`config.mk`:
```
export PLATFORM = sky130hd
export DESIGN_NAME = wo_commit_gate
export DESIGN_NICKNAME = d
export VERILOG_FILES = /design/src/rtl/wo_pkg.sv /design/src/rtl/wo_pin_sync.sv /design/src/rtl/wo_feat_reg.sv /design/src/rtl/wo_policy.sv /design/src/rtl/wo_commit_gate.sv
export SDC_FILE = /design/constraint.sdc
export NUM_CORES = 1
export LEC_CHECK = 0
export BUFFER_PORTS_ARGS = -buffer_cell sky130_fd_sc_hd__buf_2
export CAP_MARGIN = 20
export CELL_PAD_IN_SITES_DETAIL_PLACEMENT = 1
export CELL_PAD_IN_SITES_GLOBAL_PLACEMENT = 1
export CORE_AREA = 2 2 39 41
export CTS_BUF_LIST = sky130_fd_sc_hd__clkbuf_16
export CTS_CLUSTER_DIAMETER = 100
export DETAILED_ROUTE_END_ITERATION = 8
export DIE_AREA = 0 0 41 43
export HOLD_SLACK_MARGIN = 0.03
export PLACE_DENSITY = 0.48
export SYNTH_ARGS = -nofsm -noshare
export SYNTH_HDL_FRONTEND = slang
export SYNTH_SLANG_ARGS = --single-unit
```
`constraint.sdc`:
```
create_clock -name clk -period 2.6 [get_ports clk]
set_input_delay 0.26 -clock clk [delete_from_list [all_inputs] [get_ports clk]]
set_output_delay 0.26 -clock clk [all_outputs]
set_load 0.005 [all_outputs]
```
`src/rtl/wo_pkg.sv`:
```
package wo_pkg;

   typedef enum logic [1:0] {
      LS_MOD = 2'd0,
      LS_EXC = 2'd1,
      LS_SHR = 2'd2,
      LS_INV = 2'd3
   } line_state_e;

   typedef enum logic [1:0] {
      MT_UC  = 2'd0,
      MT_WC  = 2'd1,
      MT_WB  = 2'd2,
      MT_RSV = 2'd3
   } mem_type_e;

   typedef enum logic [1:0] {
      ORD_STRONG = 2'd0,
      ORD_SPEC   = 2'd1,
      ORD_OPEN   = 2'd2
   } ord_level_e;

   function automatic logic is_pin_gated_state(input logic [1:0] st);
      return (st == LS_MOD) || (st == LS_EXC);
   endfunction

   function automatic logic is_bypass_type(input logic [1:0] mt);
      return (mt == MT_UC) || (mt == MT_WC);
   endfunction

endpackage

```
`src/rtl/wo_pin_sync.sv`:
```
module wo_pin_sync #(
   parameter int   STAGES    = 2,
   parameter logic RESET_VAL = 1'b1
) (
   input  logic clk,
   input  logic rst_n,
   input  logic pin_i,
   output logic sync_o
);

   if (STAGES < 2) begin : g_bad_stages
      $error("wo_pin_sync: STAGES must be at least 2");
   end

   logic [STAGES-1:0] stage_q;

   always_ff @(posedge clk or negedge rst_n) begin
      if (!rst_n) stage_q[0] <= RESET_VAL;
      else        stage_q[0] <= pin_i;
   end

   for (genvar i = 1; i < STAGES; i++) begin : g_stage
      always_ff @(posedge clk or negedge rst_n) begin
         if (!rst_n) stage_q[i] <= RESET_VAL;
         else        stage_q[i] <= stage_q[i-1];
      end

      // every stage adds exactly one edge of delay
      assert_stage_delay_R8: assert property (@(posedge clk) disable iff (!rst_n)
         1'b1 |=> stage_q[i] == $past(stage_q[i-1]));
   end

   assign sync_o = stage_q[STAGES-1];

   assert_first_stage_R8: assert property (@(posedge clk) disable iff (!rst_n)
      1'b1 |=> stage_q[0] == $past(pin_i));

endmodule

```
`src/rtl/wo_feat_reg.sv`:
```
module wo_feat_reg
   import wo_pkg::*;
#(
   parameter int FEAT_W     = 8,
   parameter int GLOBAL_BIT = 3,
   parameter int SPEC_BIT   = 2
) (
   input  logic              clk,
   input  logic              rst_n,
   input  logic              we_i,
   input  logic [FEAT_W-1:0] wdata_i,
   output ord_level_e        level_o
);

   if (GLOBAL_BIT >= FEAT_W || SPEC_BIT >= FEAT_W) begin : g_bad_pos
      $error("wo_feat_reg: control bit outside register");
   end
   if (GLOBAL_BIT == SPEC_BIT) begin : g_bad_overlap
      $error("wo_feat_reg: control bits must differ");
   end

   logic glob_dis_q;
   logic spec_dis_q;

   always_ff @(posedge clk or negedge rst_n) begin
      if (!rst_n) begin
         glob_dis_q <= 1'b0;
         spec_dis_q <= 1'b0;
      end else if (we_i) begin
         glob_dis_q <= wdata_i[GLOBAL_BIT];
         spec_dis_q <= wdata_i[SPEC_BIT];
      end
   end

   always_comb begin
      if (glob_dis_q)      level_o = ORD_OPEN;
      else if (spec_dis_q) level_o = ORD_SPEC;
      else                 level_o = ORD_STRONG;
   end

   assert_hold_without_we_R2: assert property (@(posedge clk) disable iff (!rst_n)
      !we_i |=> $stable(level_o));

   assert_reset_level_R1: assert property (@(posedge clk) disable iff (!rst_n)
      $rose(rst_n) |-> level_o == ORD_STRONG);

endmodule

```
`src/rtl/wo_policy.sv`:
```
module wo_policy
   import wo_pkg::*;
(
   input  ord_level_e level_i,
   input  logic       valid_i,
   input  logic [1:0] line_state_i,
   input  logic [1:0] mem_type_i,
   input  logic       mb_pending_i,
   input  logic       pin_negated_i,
   output logic       grant_o,
   output logic       stall_o
);

   logic order_needed;
   logic mb_hold;
   logic pin_hold;
   logic allow;

   always_comb begin
      unique case (level_i)
         ORD_OPEN:   order_needed = 1'b0;
         ORD_SPEC:   order_needed = !is_bypass_type(mem_type_i);
         default:    order_needed = 1'b1;
      endcase
      mb_hold  = order_needed && mb_pending_i;
      pin_hold = (level_i != ORD_OPEN) && pin_negated_i
                 && is_pin_gated_state(line_state_i);
      allow    = !mb_hold && !pin_hold;
      grant_o  = valid_i && allow;
      stall_o  = valid_i && !allow;
   end

endmodule

```
`src/rtl/wo_commit_gate.sv`:
```
module wo_commit_gate
   import wo_pkg::*;
#(
   parameter int FEAT_W      = 8,
   parameter int GLOBAL_BIT  = 3,
   parameter int SPEC_BIT    = 2,
   parameter int SYNC_STAGES = 2
) (
   input  logic              clk,
   input  logic              rst_n,
   input  logic              feat_we,
   input  logic [FEAT_W-1:0] feat_wdata,
   input  logic              req_valid,
   input  logic [1:0]        req_line_state,
   input  logic [1:0]        req_mem_type,
   input  logic              mb_pending,
   input  logic              ext_empty_n,
   output logic              commit_grant,
   output logic              commit_stall
);

   ord_level_e level;
   logic       pin_sync;

   wo_feat_reg #(
      .FEAT_W    (FEAT_W),
      .GLOBAL_BIT(GLOBAL_BIT),
      .SPEC_BIT  (SPEC_BIT)
   ) u_feat (
      .clk    (clk),
      .rst_n  (rst_n),
      .we_i   (feat_we),
      .wdata_i(feat_wdata),
      .level_o(level)
   );

   wo_pin_sync #(
      .STAGES   (SYNC_STAGES),
      .RESET_VAL(1'b1)
   ) u_sync (
      .clk   (clk),
      .rst_n (rst_n),
      .pin_i (ext_empty_n),
      .sync_o(pin_sync)
   );

   wo_policy u_policy (
      .level_i      (level),
      .valid_i      (req_valid),
      .line_state_i (req_line_state),
      .mem_type_i   (req_mem_type),
      .mb_pending_i (mb_pending),
      .pin_negated_i(pin_sync),
      .grant_o      (commit_grant),
      .stall_o      (commit_stall)
   );

   assert_open_grants_R3: assert property (@(posedge clk) disable iff (!rst_n)
      level == ORD_OPEN |-> commit_grant == req_valid);

   assert_strong_mb_holds_R4: assert property (@(posedge clk) disable iff (!rst_n)
      (level == ORD_STRONG && mb_pending) |-> !commit_grant);

   assert_spec_bypass_R5: assert property (@(posedge clk) disable iff (!rst_n)
      (level == ORD_SPEC && req_valid && is_bypass_type(req_mem_type)
       && !is_pin_gated_state(req_line_state)) |-> commit_grant);

   assert_pin_holds_me_R6: assert property (@(posedge clk) disable iff (!rst_n)
      (level != ORD_OPEN && pin_sync && is_pin_gated_state(req_line_state))
      |-> !commit_grant);

   assert_si_free_of_pin_R7: assert property (@(posedge clk) disable iff (!rst_n)
      (level == ORD_STRONG && req_valid && !mb_pending
       && !is_pin_gated_state(req_line_state)) |-> commit_grant);

   assert_grant_stall_excl_R9: assert property (@(posedge clk) disable iff (!rst_n)
      !(commit_grant && commit_stall));

   assert_outputs_cover_valid_R9: assert property (@(posedge clk) disable iff (!rst_n)
      (commit_grant || commit_stall) == req_valid);

endmodule

```
==> results of run 1 <==
[critical path, cell delays in order, from the launching register on]
cell and delay (ns):
dfstp_2 0.50, nor2b_2 0.13, a21oi_2 0.04, nor3b_1 0.18, buf_2 0.15
[Yosys cell counts]
cell      number
nor3b_1        1
a21oi_2        1
nor2b_2        1
dfrtp_1        2
nand2b_4       1
mux2_1         2
dfstp_2        2
o21a_1         1
[cell type report]
class / count / area, um2 / area share, %
clock inverter: 1 / 3.75 / 1.12
multi-input combinational: 7 / 68.8 / 20.5
sequential: 4 / 103 / 30.6
tap: 16 / 20.0 / 5.97
timing repair buffer: 12 / 65.1 / 19.4
clock buffer: 3 / 75.1 / 22.4
[metal layers]
| metal | track usage (%) | wire length, um |
|---|---|---|
| met4 | 8.00 | 0 |
| met1 | 5.25 | 153 |
| met5 | 0 | 0 |
| met3 | 5.24 | 79 |
| met2 | 7.19 | 173 |
[cells by family (layout without fill, tap and decap cells)]
| family | after synthesis | after routing |
|---|---|---|
| DFF | 4 | 4 |
| and+or+nand+nor | 3 | 3 |
| AOI/OAI and AO/OA | 2 | 2 |
| muxes | 2 | 2 |
| buffers and inverters | 0 | 16 |
[power groups by stage]
stage	sequential (mW)	combinational (mW)	clock, mW
2_1_floorplan	0.0716	0.00909	0
3_3_place_gp	0.0722	0.0198	0
3_5_place_dp	0.0723	0.0207	0
4_1_cts	0.0718	0.0220	0.249
5_1_grt	0.0723	0.0240	0.255
6_report	0.0717	0.0214	0.242
[path summary, 6_finish.rpt]
kind	from	endpoint	depth (start not counted)	slack, ns
min in group asynchronous	rst_n	u_feat.glob_dis_q	2	0.36
min	ext_empty_n	u_sync.stage_q[0]	1	0.14
max	u_sync.sync_o	commit_stall	4	1.11
max in group asynchronous	rst_n	u_sync.sync_o	2	2.03
max reg2reg	u_feat.spec_dis_q	u_feat.spec_dis_q	1	1.80
min reg2reg	u_sync.stage_q[0]	u_sync.sync_o	0	0.35
[sequential cells by signal, indices dropped and copies added (netlist names)]
signal and count:
u_feat.glob_dis_q 1, u_sync.stage_q 1, u_feat.spec_dis_q 1, u_sync.sync_o 1
==> metrics.txt, run 1 <==
status completed; Final GP Congestion 0.523; DR WL/cell 9.44 um; DIE AREA 1760 um2; DRC marker count from the first detailed-route iteration 0; setup ws final 1.11 ns; Synth warnings 0; vias in the first global route 162; power share of the clock group 72.2%; fmax 670 MHz; layout cells sized above 1 70.4%; Tcrit/Tclk final 57.4%; post-synth cell types 8; WS Path Type flip-flop to primary output; Routed Antenna Nets 0; Die Y 43 um; CTS tree yes; CTS Hold Bufs 1; Nets 46; complex-gate fraction of the synthesized area 9.49%; DRC 0; Final min period 1.49 ns; Worst setup EP type primary output; Worst Path Required 2.34 ns; Seq pwr share 21.4%; CP arrival 1.23 ns; post-synth top area cell dfstp_2; core area 1380 um2; Power Density 999 nW/um2; CTS clk-pin slew, worst paths 0.03 ns; top post-synthesis cells by area dfstp_2 (31%), dfrtp_1 (29%), mux2_1 (13%); first-pass GRT wire length 614 um; Die Wd 41 um; simple-gate share of the synthesized area 17.5%; Mapped Cells 11; Area Overhead vs Synth 95.6%; synthesized cell area 171 um2; final core utilization 24.2%; Skew-Pair Late Insertion Delay 0.22 ns; Port Buffers 11; setup TNS 0 ns; number of buffers created by CTS 3; commonest cells after routing, fill and taps aside buf_2 (11), clkbuf_16 (3), mux2_1 (2), dfrtp_1 (2), dfstp_2 (2); Hold Vio Cnt, Final 0; share of the synthesized area in the top cell type 30.7%; most common cell after layout, fill and taps aside buf_2; H-tree depth 1; Max Cap Viol 0; #FFs+latches synth 4; Post-Route Hold Slack 0.140 ns; Max FO, Critical Path 2; Worst Tran Pin Value 0.177 ns; GRT Total Usage 6.16%; adder-cell share of the synthesized area 0%; Syn Area/Cell 15.6 um2; DP Wirelength 309 um; Final Non-Filler Cells 43; largest family of logic cells by synthesized area simple AND/OR/NAND/NOR gates; root buffer cell clkbuf_16; antenna violations before repair 0; routed vias 151; LEAKAGE 0.161 nW; antenna cell count 0; Comb power frac 6.4%; clock skew 0.00000952 ns; dpl cells 38; IO Count 20; row count 14; mux cell area share after synthesis 13.1%; Post-DP Area 246 um2; Switching Share 16.2%; Post-CTS Setup Bufs 0; Starting Density 12.4%; Setup crit start kind flip-flop; largest net degree at the start of global routing 5; Pins Over Slew Limit 0; Post-Route WL 406 um; NetSw 0.0544 mW; Post-CTS Resized 0; drt first pass iters 1; grt ovf 0; vias per inst 3.51; setup violators final 0; clk buf depth 2; Final Cell Area 335 um2; Fillers 161; Max VDD drop 0.000364 V; post-route total power 0.335 mW; Num Clock Sinks 4; Synth Area in XOR/XNOR 0%; post-synthesis sequential area ratio 59.9%; post-place setup slack 1.34 ns; Pint 0.281 mW; RSZ-0062 raised after global routing false; Slew headroom 88.2%; Synthesized Nets 29; HP Class input port to flip-flop
Power figures use the tool's default switching activity.
==> inputs of run 2 (changes only) <==
==> constraint.sdc (replaced) <==
create_clock -name clk -period 1.5 [get_ports clk]
set_input_delay 0.15 -clock clk [delete_from_list [all_inputs] [get_ports clk]]
set_output_delay 0.15 -clock clk [all_outputs]
set_load 0.005 [all_outputs]
==> metrics.txt, run 2 (synthesis gave the netlist of run 1 again) <==
status completed; DIE AREA 1760 um2; core area 1380 um2; vias per inst 3.52; antenna cell count 0; largest net degree at the start of global routing 5; setup ws final 0.117 ns; Die Wd 41 um; Crit-path slowest cell dfstp_2; Final GP Congestion 0.523; Max VDD drop 0.000634 V; fmax 723 MHz; crit-path cells nor2b_2, a21oi_2, nor3b_1, buf_2; Most Used Layer, Global Route met4; Worst Path Required 1.35 ns; Port Buffers 11; GRT Total Usage 6.36%; Final min period 1.38 ns; setup TNS 0 ns; Post-Route WL 421 um; Post-CTS Setup Bufs 0; Post-Route Hold Slack 0.152 ns; clock skew 0.00000891 ns; Power Density 1690 nW/um2; WS Path Type flip-flop to primary output; DP Wirelength 309 um; Max FO, Critical Path 2; Die Y 43 um; HP Class input port to flip-flop; H-tree depth 1; most common cell after layout, fill and taps aside buf_2; Pins Over Slew Limit 0; grt ovf 0; DRC marker count from the first detailed-route iteration 0; first-pass GRT wire length 634 um; routed vias 155; DRC 0; Multi-input gate area 68.8 um2; met3 usage 5.24%; LEAKAGE 0.165 nW; antenna violations before repair 0; Fillers 158; Slew headroom 88.2%; Nets 47; Worst setup EP type primary output; Tcrit/Tclk final 92.2%; CTS clk-pin slew, worst paths 0.03 ns; commonest cells after routing, fill and taps aside buf_2 (11), clkbuf_16 (3); Worst Tran Pin Value 0.177 ns; Critical Path Max Stage Delay 0.50 ns; CP Launch Point u_sync.sync_o; root buffer cell clkbuf_16; reg2reg start u_feat.spec_dis_q; vias in the first global route 168; row count 14; clk buf depth 2; post-route total power 0.583 mW; CTS tree yes; post-place setup slack 0.354 ns; Area Overhead vs Synth 101%; met2 Track Usage GR 7.81%; Starting Density 12.4%; Num Clock Sinks 4; drt first pass iters 1; Routed Antenna Nets 0; Max Cap Viol 0; Hold Vio Cnt, Final 0; min-delay src feat_wdata[2]; RSZ-0062 raised after global routing false; CP arrival 1.23 ns; Setup crit start kind flip-flop; IO Count 20; setup violators final 0; met1 usage 5.25%; layout cells sized above 1 67.9%; Skew-Pair Late Insertion Delay 0.22 ns; R2R Setup Slk 0.70 ns; DR WL/cell 9.57 um; number of buffers created by CTS 3; Register Area 103 um2
[run 2: cell count changes in the layout (fill, tap and decap cells not counted), sizes merged]
cell	delta
dlygate4sd3	+1
[run 2: report_power, final]
group | switching [mW] | internal (mW)
registers | 0.00526 | 0.119
clock network | 0.0756 | 0.344
logic | 0.0140 | 0.0251
total | 0.0949 | 0.488
[run 2: metrics by stage]
| step | util (%) | cell area, um2 | instances |
|---|---|---|---|
| after detailed placement | 17.8 | 246 | 38 |
| after global routing | 25.0 | 345 | 44 |
| after CTS | 25.0 | 345 | 44 |
| after global placement | 17.8 | 246 | 38 |
| final | 25.0 | 345 | 44 |
| after floorplan | - | 171 | 11 |
[run 2: area by class of cell]
| cell class | instances | share of cell area [%] |
|---|---|---|
| clock buffers | 3 | 21.7 |
| clock inverters | 1 | 1.09 |
| multi-input cells | 7 | 19.9 |
| flip-flops and latches | 4 | 29.7 |
| well taps | 16 | 5.80 |
| repair buffers | 13 | 21.7 |
[run 2: critical path, delay by kind of cell (launching register included)]
| family | cells | cell delay (ns) |
|---|---|---|
| AOI/OAI and AO/OA | 1 | 0.04 |
| buffers and inverters | 1 | 0.15 |
| DFF | 1 | 0.50 |
| and+or+nand+nor | 2 | 0.31 |
[run 2: final timing paths]
path / endpoint / depth (start not counted)
max reg2reg: u_feat.spec_dis_q / 1
min: u_feat.spec_dis_q / 2
min in group asynchronous: u_feat.glob_dis_q / 2
min reg2reg: u_sync.sync_o / 0
max: commit_stall / 4
max in group asynchronous: u_sync.sync_o / 2
[run 2: what timing repair did]
item,4_1_cts,5_1_grt
resized for setup,0,0
hold endpoints to repair,5,0
hold buffers,2,0
[run 2: layer usage]
metal  wire, um  share of wire, %  vias to the layer above
li1           -                 -                       72
met1        155                37                       70
met2        188                45                       13
met3         78                19                        0
met4          0                 0                        0
met5          0                 0                        -
